## config.mk

```make
export PLATFORM = sky130hd
export DESIGN_NAME = kbc_host_mailbox
export DESIGN_NICKNAME = d
export VERILOG_FILES = /design/src/rtl/kbc_host_mailbox.sv
export SDC_FILE = /design/constraint.sdc
export NUM_CORES = 1
export LEC_CHECK = 0
export BUFFER_PORTS_ARGS = -buffer_cell sky130_fd_sc_hd__clkbuf_2
export CELL_PAD_IN_SITES_DETAIL_PLACEMENT = 2
export CELL_PAD_IN_SITES_GLOBAL_PLACEMENT = 2
export CORE_ASPECT_RATIO = 1.75
export CORE_MARGIN = 2
export CORE_UTILIZATION = 36
export CTS_BUF_LIST = sky130_fd_sc_hd__clkbuf_8
export DETAILED_ROUTE_END_ITERATION = 16
export MAX_ROUTING_LAYER = met4
export PLACE_DENSITY = 0.82
export SLEW_MARGIN = 30
export SYNTH_ARGS = -nofsm -noshare
export SYNTH_HDL_FRONTEND = slang
export SYNTH_SLANG_ARGS = --single-unit
```

## constraint.sdc

```tcl
create_clock -name clk -period 4.52 [get_ports clk]
set_input_delay 0.452 -clock clk [delete_from_list [all_inputs] [get_ports clk]]
set_output_delay 0.452 -clock clk [all_outputs]
set_load 0.005 [all_outputs]
```

## src/rtl/kbc_host_mailbox.sv

```systemverilog
module kbc_host_mailbox #(
  parameter int          DW      = 8,
  parameter logic [7:0]  A20_CMD = 8'hD1
) (
  input  logic          clk,
  input  logic          rst_n,
  input  logic          hcs_n,
  input  logic          hrd_n,
  input  logic          hwr_n,
  input  logic          ha0,
  input  logic [DW-1:0] hdata_in,
  output logic [DW-1:0] hdata_out,
  output logic          hdata_oe,
  input  logic          s_sel,
  input  logic          s_wr,
  input  logic [1:0]    s_addr,
  input  logic [DW-1:0] s_wdata,
  output logic [DW-1:0] s_rdata,
  output logic          gate_a20
);

  logic          cs1, cs2, wr1, wr2, rd1, rd2, a01, a02;
  logic [DW-1:0] d1, d2;

  always_ff @(posedge clk or negedge rst_n) begin
    if (!rst_n) begin
      {cs1, cs2, wr1, wr2, rd1, rd2} <= '1;
      {a01, a02} <= '0;
      d1 <= '0;
      d2 <= '0;
    end else begin
      cs1 <= hcs_n;  cs2 <= cs1;
      wr1 <= hwr_n;  wr2 <= wr1;
      rd1 <= hrd_n;  rd2 <= rd1;
      a01 <= ha0;    a02 <= a01;
      d1  <= hdata_in;
      d2  <= d1;
    end
  end

  logic wr_evt, rd_evt;
  assign wr_evt = !cs2 && !wr2 && wr1;
  assign rd_evt = !cs2 && !rd2 && rd1 && !a02;

  logic s_rd_idr, s_wr_odr, s_wr_ctl;
  assign s_rd_idr = s_sel && !s_wr && (s_addr == 2'd0);
  assign s_wr_odr = s_sel &&  s_wr && (s_addr == 2'd1);
  assign s_wr_ctl = s_sel &&  s_wr && (s_addr == 2'd3);

  logic [DW-1:0] idr, odr;
  logic          ibf, obf, cd;
  logic          fast_en, port_a20, fast_a20, cmd_pend;

  always_ff @(posedge clk or negedge rst_n) begin
    if (!rst_n) begin
      idr <= '0;
      odr <= '0;
      ibf <= 1'b0;
      obf <= 1'b0;
      cd  <= 1'b0;
    end else begin
      if (wr_evt) begin
        idr <= d2;
        cd  <= a02;
      end
      if (wr_evt)        ibf <= 1'b1;
      else if (s_rd_idr) ibf <= 1'b0;
      if (s_wr_odr) begin
        odr <= s_wdata;
        obf <= 1'b1;
      end else if (rd_evt) begin
        obf <= 1'b0;
      end
    end
  end

  always_ff @(posedge clk or negedge rst_n) begin
    if (!rst_n) begin
      fast_en  <= 1'b0;
      port_a20 <= 1'b0;
      fast_a20 <= 1'b0;
      cmd_pend <= 1'b0;
    end else begin
      if (s_wr_ctl) begin
        fast_en  <= s_wdata[0];
        port_a20 <= s_wdata[1];
      end
      if (!fast_en) begin
        cmd_pend <= 1'b0;
      end else if (wr_evt) begin
        if (a02) begin
          cmd_pend <= (d2[7:0] == A20_CMD);
        end else begin
          if (cmd_pend) fast_a20 <= d2[1];
          cmd_pend <= 1'b0;
        end
      end
    end
  end

  logic [DW-1:0] status;
  assign status = DW'({cd, 1'b0, ibf, obf});

  assign hdata_oe  = !hcs_n && !hrd_n;
  assign hdata_out = ha0 ? status : odr;
  assign gate_a20  = fast_en ? fast_a20 : port_a20;

  always_comb begin
    case (s_addr)
      2'd0:    s_rdata = idr;
      2'd1:    s_rdata = odr;
      2'd2:    s_rdata = status;
      default: s_rdata = DW'({port_a20, fast_en});
    endcase
  end

endmodule


```

# Word level (Yosys, flattened, before mapping)
# Cells that the tools add are included.
[op_classes] eq_ne=5 mux=10 n_bitwise=1 reduce_logical=22
[op_table] op="$pmux 8 s3" count=1
[op_table] op="$logic_and 1x1->1" count=11
[op_table] op="$eq 8x8->1 const B" count=1
[op_table] op="$mux 1" count=8
[op_table] op="$mux 8" count=1
[op_table] op="$logic_not 1->1" count=7
[op_table] op="$eq 2x2->1 const B" count=2
[op_table] op="$reduce_and 4->1" count=1
[op_table] op="$reduce_bool 2->1" count=2
[op_table] op="$eq 2x1->1 const B" count=1
[op_table] op="$logic_not 2->1" count=1
[op_table] op="$ne 2x2->1 const B" count=1
[op_table] op="$not 1->1" count=1
[word_totals] reg_bits=47 output_inout_bits=18 word_cells=57

# Depth between registers and ports, before layout
# Gate-level depths: netlist (run 1).
[depth] ltp_word=6 depth_mapped=4

# Worst setup path before layout (run 1)
# No wires, ideal clock.
[synth_path] path_kind="input to output" from="input port s_addr[0]" to="output port s_rdata[0]" arrival_ps=1205 slack_ps=2863 stages=2 cell_sequence="buf_2 > mux4_2"
[synth_via] elab_chain_len=2 word_cells_on_any_way=4
[synth_lines] item="start, declared" line="16" source="input logic [1:0] s_addr,"
[synth_lines] item="$eq 2x2->1 (tied with other cells)" line="109" source="case (s_addr)"
[synth_lines] item="$pmux 8 s3 *" line="109"
[synth_lines] item="end, declared" line="18" source="output logic [DW-1:0] s_rdata,"
# Every way passes the cells marked *; elsewhere a longest branch is shown, timed or not.

# Worst setup path after layout (run 1)
[layout_path] from="register wr1" to="register fast_a20"
[layout_via] elab_chain_len=2
[layout_lines] item="start, declared" line="22" source="logic cs1, cs2, wr1, wr2, rd1, rd2, a01, a02;"
[layout_lines] item="start signal, assigned" line="33" source="wr1 <= hwr_n; wr2 <= wr1;"
[layout_lines] item="$logic_and 1x1->1" line="42" source="assign wr_evt = !cs2 && !wr2 && wr1;"
[layout_lines] item="$reduce_and 4->1 (no source line)"
[layout_lines] item="end signal, assigned" line="94" source="if (cmd_pend) fast_a20 <= d2[1];"
[layout_lines] item="end, declared" line="52" source="logic fast_en, port_a20, fast_a20, cmd_pend;"
# No other way between the ends.
# A chain may end at the register's enable or synchronous reset.

==> flow_metrics.py, run 1 <==
metrics = {
    "pwr": {
        "p_per_area_mw_per_mm2": 451,
        "leakagePower_nw": 1.00,
        "p_total_mw": 0.965,
        "irDropWorstVdd_uv": 265,
    },
    "sta": {
        "setup_viol_count_final": 0,
        "finalCritPeriodShare_pct": 46.6,
        "maxSlewViolCount": 0,
        "rsz0062_at_grt": "no",
        "finalSetupTns_ps": 0,
        "min_period_ps": 2110,
        "maxSlewHeadroom_pct": 40.9,
        "fin_skew_ps": 5.71,
        "hold_viol": 0,
        "max_freq_mhz": 475,
        "tightest_slew_ps": 882,
    },
    "worst_setup_path": {
        "cp_data_arrival_time_ps": 2290,
        "crit_chain": "nor3b_2, or3b_1, mux2_4",
        "startpoint_type": "flop",
        "path_max_fanout": 13,
        "max_stage_delay_ps": 710,
        "crit_required_ps": 4700,
        "slowest_stage": "nor3b_2",
        "path_class": "reg2reg",
        "end_kind": "flop",
    },
    "detailed_routing": {
        "via_count": 1066,
        "drc": 0,
        "vias_per_cell": 5.08,
        "wirelength_um": 3970,
        "first_iter_violations": 6,
        "drt_first_pass_iters": 3,
        "route.detailed.wl_per_inst_um": 18.9,
        "drtAntennaViolNets": 0,
    },
    "outcome": {
        "outcome": "completed",
    },
    "place": {
        "portBuffers": 43,
        "dp_hpwl_um": 2890,
        "routabilityCongestion": 0.717,
        "place_area_mm2": 0.00202,
    },
    "global_route": {
        "antenna_found_initial": 0,
        "grt_pass1_vias": 1220,
        "grt_pass1_wl_um": 6360,
        "top_usage_layer": "met2",
        "grt_max_degree": 48,
        "grt_usage_pct": 16.6,
        "grtUsageMet3_pct": 3.63,
        "grt_util_met1_pct": 16.3,
        "grt_util_met2_pct": 31.2,
        "overflow": 0,
    },
    "cts": {
        "cts_sinks": 47,
        "h-tree-depth": 2,
        "cts_tree": "done",
        "cts_hold_buf": 0,
        "clk_latency_ps": 300,
        "clockBufferDepth": 2,
        "cts_buffers": 5,
        "clockRootBuffer": "clkbuf_8",
        "post_cts_buffers": 0,
        "clkTransAtPathRegs_ps": 90,
        "post_cts_resized": 0,
    },
    "yosys": {
        "syn_inst": 110,
        "syn_nets": 136,
        "synth.most_common_cell": "dfrtp_1",
        "synth_top_cell_by_area": "dfrtp_1",
        "async_reset_ff_share_pct": 100,
        "ys_ff_latch": 47,
        "yosysTopAreaCellShare_pct": 58.7,
        "ys.flop_type": "dfrtp_1",
        "yosysWarningCount": 0,
        "synth_edf_count": 0,
        "ys_seq_area_share_pct": 67.7,
        "synth_top_cells_by_count": "dfrtp_1, mux2_2",
        "synth.distinct_cells": 24,
        "syn_area_mm2": 0.00175,
        "syn_area_per_cell_um2": 15.9,
        "synth_area_leaders": "dfrtp_1, mux2_2, dfstp_2",
    },
    "job": {
        "cap_violations": 0,
    },
    "finish": {
        "nNetsFinal": 183,
        "area_growth_pct": 22.3,
        "final_cell_area_mm2": 0.00214,
        "n_antenna_cell": 0,
        "fillers": 482,
        "drive_gt1_share_pct": 53.8,
    },
    "floorplan": {
        "die_w_um": 56.7,
        "rows": 33,
        "die-area_mm2": 0.00545,
        "coreArea_mm2": 0.00467,
        "initial_utilization_pct": 37.5,
        "io_pins": 44,
        "fp.dieH_um": 96.2,
    },
    "min_path": {
        "hold_class": "in2async",
    },
}
==> flip-flops by register name, indices dropped and copies added, names as in the netlist <==
signal / cells
d1: 8
d2: 8
idr: 8
odr: 8
a01: 1
a02: 1
cd: 1
cmd_pend: 1
cs1: 1
cs2: 1
fast_a20: 1
fast_en: 1
ibf: 1
obf: 1
port_a20: 1
rd1: 1
rd2: 1
wr1: 1
wr2: 1
==> layer usage <==
metal  vias up  share of wire, %
met5         -                 0
met4         0               1.8
met3         6               4.1
met2        28                59
met1       555                35
li1        477                 -
==> worst max-delay path: cells and delay by family, from the launching register on <==
family | cells | cell delay, ps
simple gates | 2 | 1150
mux | 1 | 310
flops | 1 | 530
==> cells by family after synthesis <==
group,after synthesis,share of synthesized area [%]
DFF,47,67.7
and+or+nand+nor,23,8.08
AOI/OAI and AO/OA,4,1.57
muxes,32,21.7
buffers and inverters,4,1.00
==> per-stage QoR <==
stage | hold WS [ps] | utilization (%) | instances | setup slack [ps]
floorplan | 156 | - | 110 | 2860
global placement | 332 | 43.2 | 202 | 2500
detailed placement | 339 | 43.3 | 202 | 2430
CTS | 201 | 45.9 | 210 | 2410
global route | 218 | 45.9 | 210 | 2300
finish | 196 | 45.9 | 210 | 2410
==> layout make-up <==
cell class                 count  area, um^2  share of cell area [%]
tap                           52        65.1                    3.04
inverter                       1        3.75                   0.175
clock inverter                 2        38.8                    1.81
clock buffer                   6        82.6                    3.86
multi-input combinational     59         548                    25.6
sequential                    47        1180                    55.3
timing repair buffer          43         218                    10.2
==> placed cells by master, fill, tap and decap left out, types with 2 or more instances in the layout <==
master	count
mux2i_1	6
dfrtp_1	41
clkbuf_2	42
nor2_1	6
mux2_2	23
nand2_1	2
nor2b_1	6
mux4_2	2
nand4_1	2
dfstp_2	6
clkbuf_8	6
==> report_power, final <==
part	total, mW	internal (mW)	leakage, nW	switching (mW)
Clock	0.324	0.182	0.0618	0.142
Combinational	0.135	0.0785	0.390	0.0569
Sequential	0.506	0.471	0.550	0.0347
Total	0.965	0.732	1.00	0.233
==> path summary, 6_finish.rpt <==
path,from,end,slack [ps],cells after the start
hold / removal,rst_n,idr[4]$_DFFE_PN0P_,200,1
setup reg to reg,wr1$_DFF_PN1_,fast_a20$_DFFE_PN0P_,2410,3
min in group clk,hwr_n,wr1$_DFF_PN1_,230,1
max in group asynchronous,rst_n,odr[7]$_DFFE_PN0P_,3910,1
hold reg to reg,d1[7]$_DFF_PN0_,d2[7]$_DFF_PN0_,360,0
setup / recovery,wr1$_DFF_PN1_,fast_a20$_DFFE_PN0P_,2410,3
Note: power is estimated with default switching activity, not from simulation.
==> run 2, diff against run 1 <==
CORE_UTILIZATION = 34   (was 36)
PLACE_DENSITY = 0.81   (was 0.82)
clock period = 1.77 ns   (was 4.52 ns; I/O delays follow)
==> flow_metrics.py, run 2 (synthesis gave the netlist of run 1 again) <==
metrics = {
    "sta": {
        "min_period_ps": 1580,
        "maxSlewHeadroom_pct": 62.2,
        "hold_viol": 0,
        "fin_skew_ps": 9.18,
        "maxSlewViolCount": 0,
        "finalSetupTns_ps": 0,
        "tightest_slew_ps": 567,
        "whs_ps": 98.6,
        "setup_viol_count_final": 0,
        "max_freq_mhz": 633,
        "finalCritPeriodShare_pct": 89.3,
        "rsz0062_at_grt": "no",
    },
    "global_route": {
        "grt_pass1_vias": 1329,
        "overflow": 0,
        "antenna_found_initial": 0,
        "grt_max_degree": 48,
        "grt_usage_pct": 15.9,
        "grt_pass1_wl_um": 6470,
    },
    "place": {
        "routabilityCongestion": 0.782,
        "portBuffers": 43,
        "dp_hpwl_um": 2830,
    },
    "worst_setup_path": {
        "crit_path_start": "wr1$_DFF_PN1_",
        "cp_data_arrival_time_ps": 1780,
        "path_class": "reg2reg",
        "crit_chain": "nor3b_2, or3b_1, mux2_4",
        "worstReg2RegStart": "wr1$_DFF_PN1_",
        "path_buf_inv": 0,
        "end_kind": "flop",
        "max_stage_delay_ps": 540,
        "path_max_fanout": 2,
        "slowest_stage": "dfstp_2",
        "crit_required_ps": 1970,
        "startpoint_type": "flop",
        "crit_family": "simple AND/OR/NAND/NOR gates",
    },
    "detailed_routing": {
        "via_count": 1124,
        "met1_length_um": 1320,
        "vias_per_cell": 4.93,
        "top_layer": "met4",
        "wirelength_um": 3820,
        "route.detailed.wl_per_inst_um": 16.8,
        "drc": 0,
        "drtAntennaViolNets": 0,
        "drt_first_pass_iters": 2,
        "route.met3.wl_um": 169,
        "first_iter_violations": 31,
        "wl_met2_um": 2240,
    },
    "floorplan": {
        "die_w_um": 58.2,
        "die-area_mm2": 0.00576,
        "rows": 34,
        "coreArea_mm2": 0.00498,
        "initial_utilization_pct": 35.1,
        "fp.dieH_um": 98.9,
        "io_pins": 44,
    },
    "finish": {
        "area_growth_pct": 29.2,
        "seq_area_mm2": 0.00118,
        "mostFrequentLayoutCells": "clkbuf_2, dfrtp_1, mux2_2",
        "drive_gt1_share_pct": 51.1,
        "nNetsFinal": 199,
        "n_antenna_cell": 0,
        "final_common_cell": "clkbuf_2",
        "multi_input_area_um2": 548,
        "fillers": 499,
    },
    "min_path": {
        "hold_class": "in2reg",
        "hp-start": "s_wdata[5]",
    },
    "pwr": {
        "leakagePower_nw": 1.06,
        "p_clk_share_pct": 28.7,
        "seq_power_share_pct": 55.6,
        "irDropWorstVdd_uv": 775,
        "netSwitchingFraction_pct": 26.1,
        "p_per_area_mw_per_mm2": 1020,
        "p_int_mw": 1.71,
        "pwr-share-comb_pct": 15.6,
        "p_total_mw": 2.32,
        "p_switching_mw": 0.604,
    },
    "cts": {
        "clk_latency_ps": 310,
        "clockBufferDepth": 2,
        "cts_tree": "done",
        "cts_buffers": 5,
        "h-tree-depth": 2,
        "clkTransAtPathRegs_ps": 90,
        "cts_sinks": 47,
        "post_cts_resized": 0,
        "clockRootBuffer": "clkbuf_8",
    },
    "outcome": {
        "outcome": "completed",
    },
    "job": {
        "cap_violations": 0,
    },
}
## run 2: cell type report
type | instances | share of cell area, %
flip-flops and latches | 47 | 52.4
multi-input cells | 59 | 24.3
clock buffers | 5 | 3.05
inverters | 1 | 0.166
well taps | 54 | 2.99
repair buffers | 59 | 16.2
clock inverters | 3 | 0.997
## run 2: final timing paths
kind / endpoint / slack (ps) / depth (start not counted)
max: fast_a20$_DFFE_PN0P_ / 190 / 3
min: odr[5]$_DFFE_PN0P_ / 100 / 2
max reg2reg: fast_a20$_DFFE_PN0P_ / 190 / 3
min reg2reg: d2[1]$_DFF_PN0_ / 360 / 0
max in group asynchronous: odr[2]$_DFFE_PN0P_ / 890 / 3
min in group asynchronous: d1[2]$_DFF_PN0_ / 490 / 3
## run 2: power groups by stage
stage	combinational [mW]	clock (mW)	sequential, mW
floorplan	0.201	0	1.28
global placement	0.333	0	1.30
detailed placement	0.352	0	1.31
CTS	0.374	0.700	1.29
global route	0.405	0.734	1.31
finish	0.361	0.665	1.29
## run 2: worst reg2reg max path: cells and delay by family, from the launching register on
family        cells  cell delay (ps)
mux               1              310
flops             1              540
simple gates      2              620
## run 2: repair_timing
item                                    in CTS  in global routing
hold buffers                                12                  0
setup buffers                                0                  0
endpoints found under the setup margin       0                  0
hold endpoints to repair                    52                  0
## run 2: metal layers
layer | track usage (%) | vias up
li1 | - | 515
met1 | 16.4 | 574
met2 | 27.7 | 28
met3 | 3.81 | 7
met4 | 7.51 | 0
met5 | - | -
## run 2: stage by stage
step / std cells / area, um^2 / worst slack [ps] / utilization (%)
2_1_floorplan: 110 / 1750 / 246 / -
3_3_place_gp: 208 / 2050 / 315 / 41.2
3_5_place_dp: 208 / 2050 / 231 / 41.2
4_1_cts: 228 / 2260 / 190 / 45.4
5_1_grt: 228 / 2260 / 159 / 45.4
6_report: 228 / 2260 / 189 / 45.4
==> run 3, diff against run 2 <==
ABC_AREA = 1   (was not set)
CORE_UTILIZATION = 30   (was 34)
==> flow_metrics.py, run 3 <==
metrics = {
    "outcome": {
        "outcome": "completed",
    },
    "worst_setup_path": {
        "cp_data_arrival_time_ps": 1630,
        "worstReg2RegStart": "wr1$_DFF_PN1_",
        "end_kind": "flop",
        "slowest_stage": "dfstp_2",
        "crit_family": "simple AND/OR/NAND/NOR gates",
        "crit_chain": "nand3_1, nand2_1, nand2_1, a21oi_1",
        "crit_required_ps": 1990,
        "path_max_fanout": 16,
        "path_class": "reg2reg",
        "path_buf_inv": 0,
        "crit_path_start": "wr1$_DFF_PN1_",
        "max_stage_delay_ps": 540,
        "crit_top_cell": "nand2_1",
        "startpoint_type": "flop",
    },
    "pwr": {
        "p_clk_share_pct": 30.1,
        "seq_power_share_pct": 54.8,
        "irDropWorstVdd_uv": 463,
        "p_total_mw": 2.32,
        "leakagePower_nw": 1.23,
        "netSwitchingFraction_pct": 26.2,
        "pwr-share-comb_pct": 15.1,
        "p_switching_mw": 0.607,
        "p_int_mw": 1.71,
        "p_per_area_mw_per_mm2": 981,
    },
    "finish": {
        "n_antenna_cell": 0,
        "nNetsFinal": 274,
        "multi_input_area_um2": 520,
        "final_common_cell": "nand2_1",
        "area_growth_pct": 28.5,
        "seq_area_mm2": 0.00118,
        "fillers": 687,
        "drive_gt1_share_pct": 28.5,
        "final_cell_area_mm2": 0.00236,
        "mostFrequentLayoutCells": "nand2_1, clkbuf_2, dfrtp_1",
    },
    "yosys": {
        "syn_nets": 214,
        "syn_area_per_cell_um2": 9.78,
        "syn_area_mm2": 0.00184,
        "yosysWarningCount": 0,
        "synth_edf_count": 0,
        "syn_inst": 188,
        "ys_seq_area_share_pct": 64.4,
        "yosysTopAreaCellShare_pct": 55.8,
        "async_reset_ff_share_pct": 100,
        "synth.distinct_cells": 17,
        "ys.flop_type": "dfrtp_1",
        "synth_top_cells_by_count": "nand2_1, dfrtp_1, inv_1",
        "ys_ff_latch": 47,
        "synth.most_common_cell": "nand2_1",
        "synth_area_leaders": "dfrtp_1, nand2_1, dfstp_2",
        "synth_top_cell_by_area": "dfrtp_1",
    },
    "global_route": {
        "overflow": 0,
        "antenna_found_initial": 0,
        "grt_usage_pct": 15.0,
        "grt_pass1_vias": 1620,
        "grt_pass1_wl_um": 7580,
        "grt_max_degree": 48,
    },
    "sta": {
        "finalCritPeriodShare_pct": 79.6,
        "maxSlewViolCount": 0,
        "maxSlewHeadroom_pct": 61.1,
        "tightest_slew_ps": 583,
        "max_freq_mhz": 710,
        "min_period_ps": 1410,
        "fin_skew_ps": 2.72,
        "setup_viol_count_final": 0,
        "finalSetupTns_ps": 0,
        "rsz0062_at_grt": "no",
        "hold_viol": 0,
    },
    "detailed_routing": {
        "route.detailed.wl_per_inst_um": 13.2,
        "via_count": 1478,
        "drt_first_pass_iters": 4,
        "drc": 0,
        "wirelength_um": 4320,
        "drtAntennaViolNets": 0,
        "vias_per_cell": 4.52,
        "first_iter_violations": 20,
    },
    "cts": {
        "post_cts_resized": 0,
        "clockBufferDepth": 2,
        "post_cts_buffers": 0,
        "clkTransAtPathRegs_ps": 80,
        "cts_hold_buf": 12,
        "clockRootBuffer": "clkbuf_8",
        "clk_latency_ps": 300,
        "cts_buffers": 5,
        "cts_sinks": 47,
        "h-tree-depth": 2,
        "cts_tree": "done",
    },
    "floorplan": {
        "io_pins": 44,
        "die_w_um": 63.2,
        "coreArea_mm2": 0.00588,
        "initial_utilization_pct": 31.3,
        "rows": 37,
        "die-area_mm2": 0.00679,
        "fp.dieH_um": 108,
    },
    "min_path": {
        "hold_class": "in2reg",
        "hp-start": "s_wdata[4]",
    },
    "place": {
        "portBuffers": 43,
        "place_area_mm2": 0.00214,
        "routabilityCongestion": 0.709,
        "dp_hpwl_um": 3180,
    },
    "job": {
        "cap_violations": 0,
    },
}
run 3: cell count changes after synthesis, sizes merged, moves of 2 or more:
cell	previous run	this run
a21oi	0	3
o21ai	1	21
nor2b	6	0
nor2	6	14
nand3	1	9
nand2	2	55
mux2i	6	0
inv	1	30
mux2	24	2
mux4	2	0
run 3: kinds of logic (layout without fill, tap and decap cells):
family / Yosys count / after routing / synth area share (%)
compound gates: 24 / 24 / 8.17
buf+inv: 33 / 94 / 7.28
flops: 47 / 47 / 64.4
mux: 2 / 2 / 1.23
simple gates: 82 / 82 / 18.9
run 3: worst paths after layout:
check | to | slack, ps | cells after the start
max in group asynchronous | odr[6]$_DFFE_PN0P_ | 880 | 3
hold / removal | odr[4]$_DFFE_PN0P_ | 100 | 3
setup / recovery | cmd_pend$_DFFE_PN0P_ | 360 | 4
hold reg to reg | a02$_DFF_PN0_ | 350 | 0
min in group asynchronous | d1[1]$_DFF_PN0_ | 490 | 3
setup reg to reg | cmd_pend$_DFFE_PN0P_ | 360 | 4
run 3: metrics by stage:
stage / cells / hold WS (ps) / utilization, % / worst slack (ps)
floorplan: 188 / -119 / - / 638
global placement: 307 / 271 / 36.3 / 458
detailed placement: 307 / 269 / 36.3 / 407
CTS: 327 / 93.3 / 40.2 / 327
global route: 327 / 103 / 40.2 / 203
finish: 327 / 101 / 40.2 / 361
run 3: power by group through the flow:
stage | registers [mW] | clock network, mW | logic [mW]
3_5_place_dp | 1.29 | 0 | 0.336
4_1_cts | 1.27 | 0.734 | 0.361
2_1_floorplan | 1.27 | 0 | 0.188
5_1_grt | 1.29 | 0.772 | 0.406
3_3_place_gp | 1.28 | 0 | 0.320
6_report | 1.27 | 0.696 | 0.350
run 3: worst register-to-register path, cell delays in order (launching register included):
cell and delay (ps):
dfstp_2 540, nand3_1 400, nand2_1 180, nand2_1 70
a21oi_1 130
run 3: layout make-up:
cell class | count | area share (%)
Multi-Input combinational cell | 108 | 22.0
Timing Repair Buffer | 56 | 14.5
Clock buffer | 7 | 4.08
Clock inverter | 1 | 0.318
Sequential cell | 47 | 50.1
Tap cell | 78 | 4.13
Inverter | 30 | 4.77
run 3: metal layers:
| metal | vias up | wire [um] | GRT usage, % |
|---|---|---|---|
| met5 | - | 0 | - |
| met4 | 0 | 84 | 6.52 |
| met3 | 5 | 162 | 3.03 |
| met2 | 32 | 2480 | 27.3 |
| met1 | 745 | 1590 | 15.5 |
| li1 | 696 | - | - |
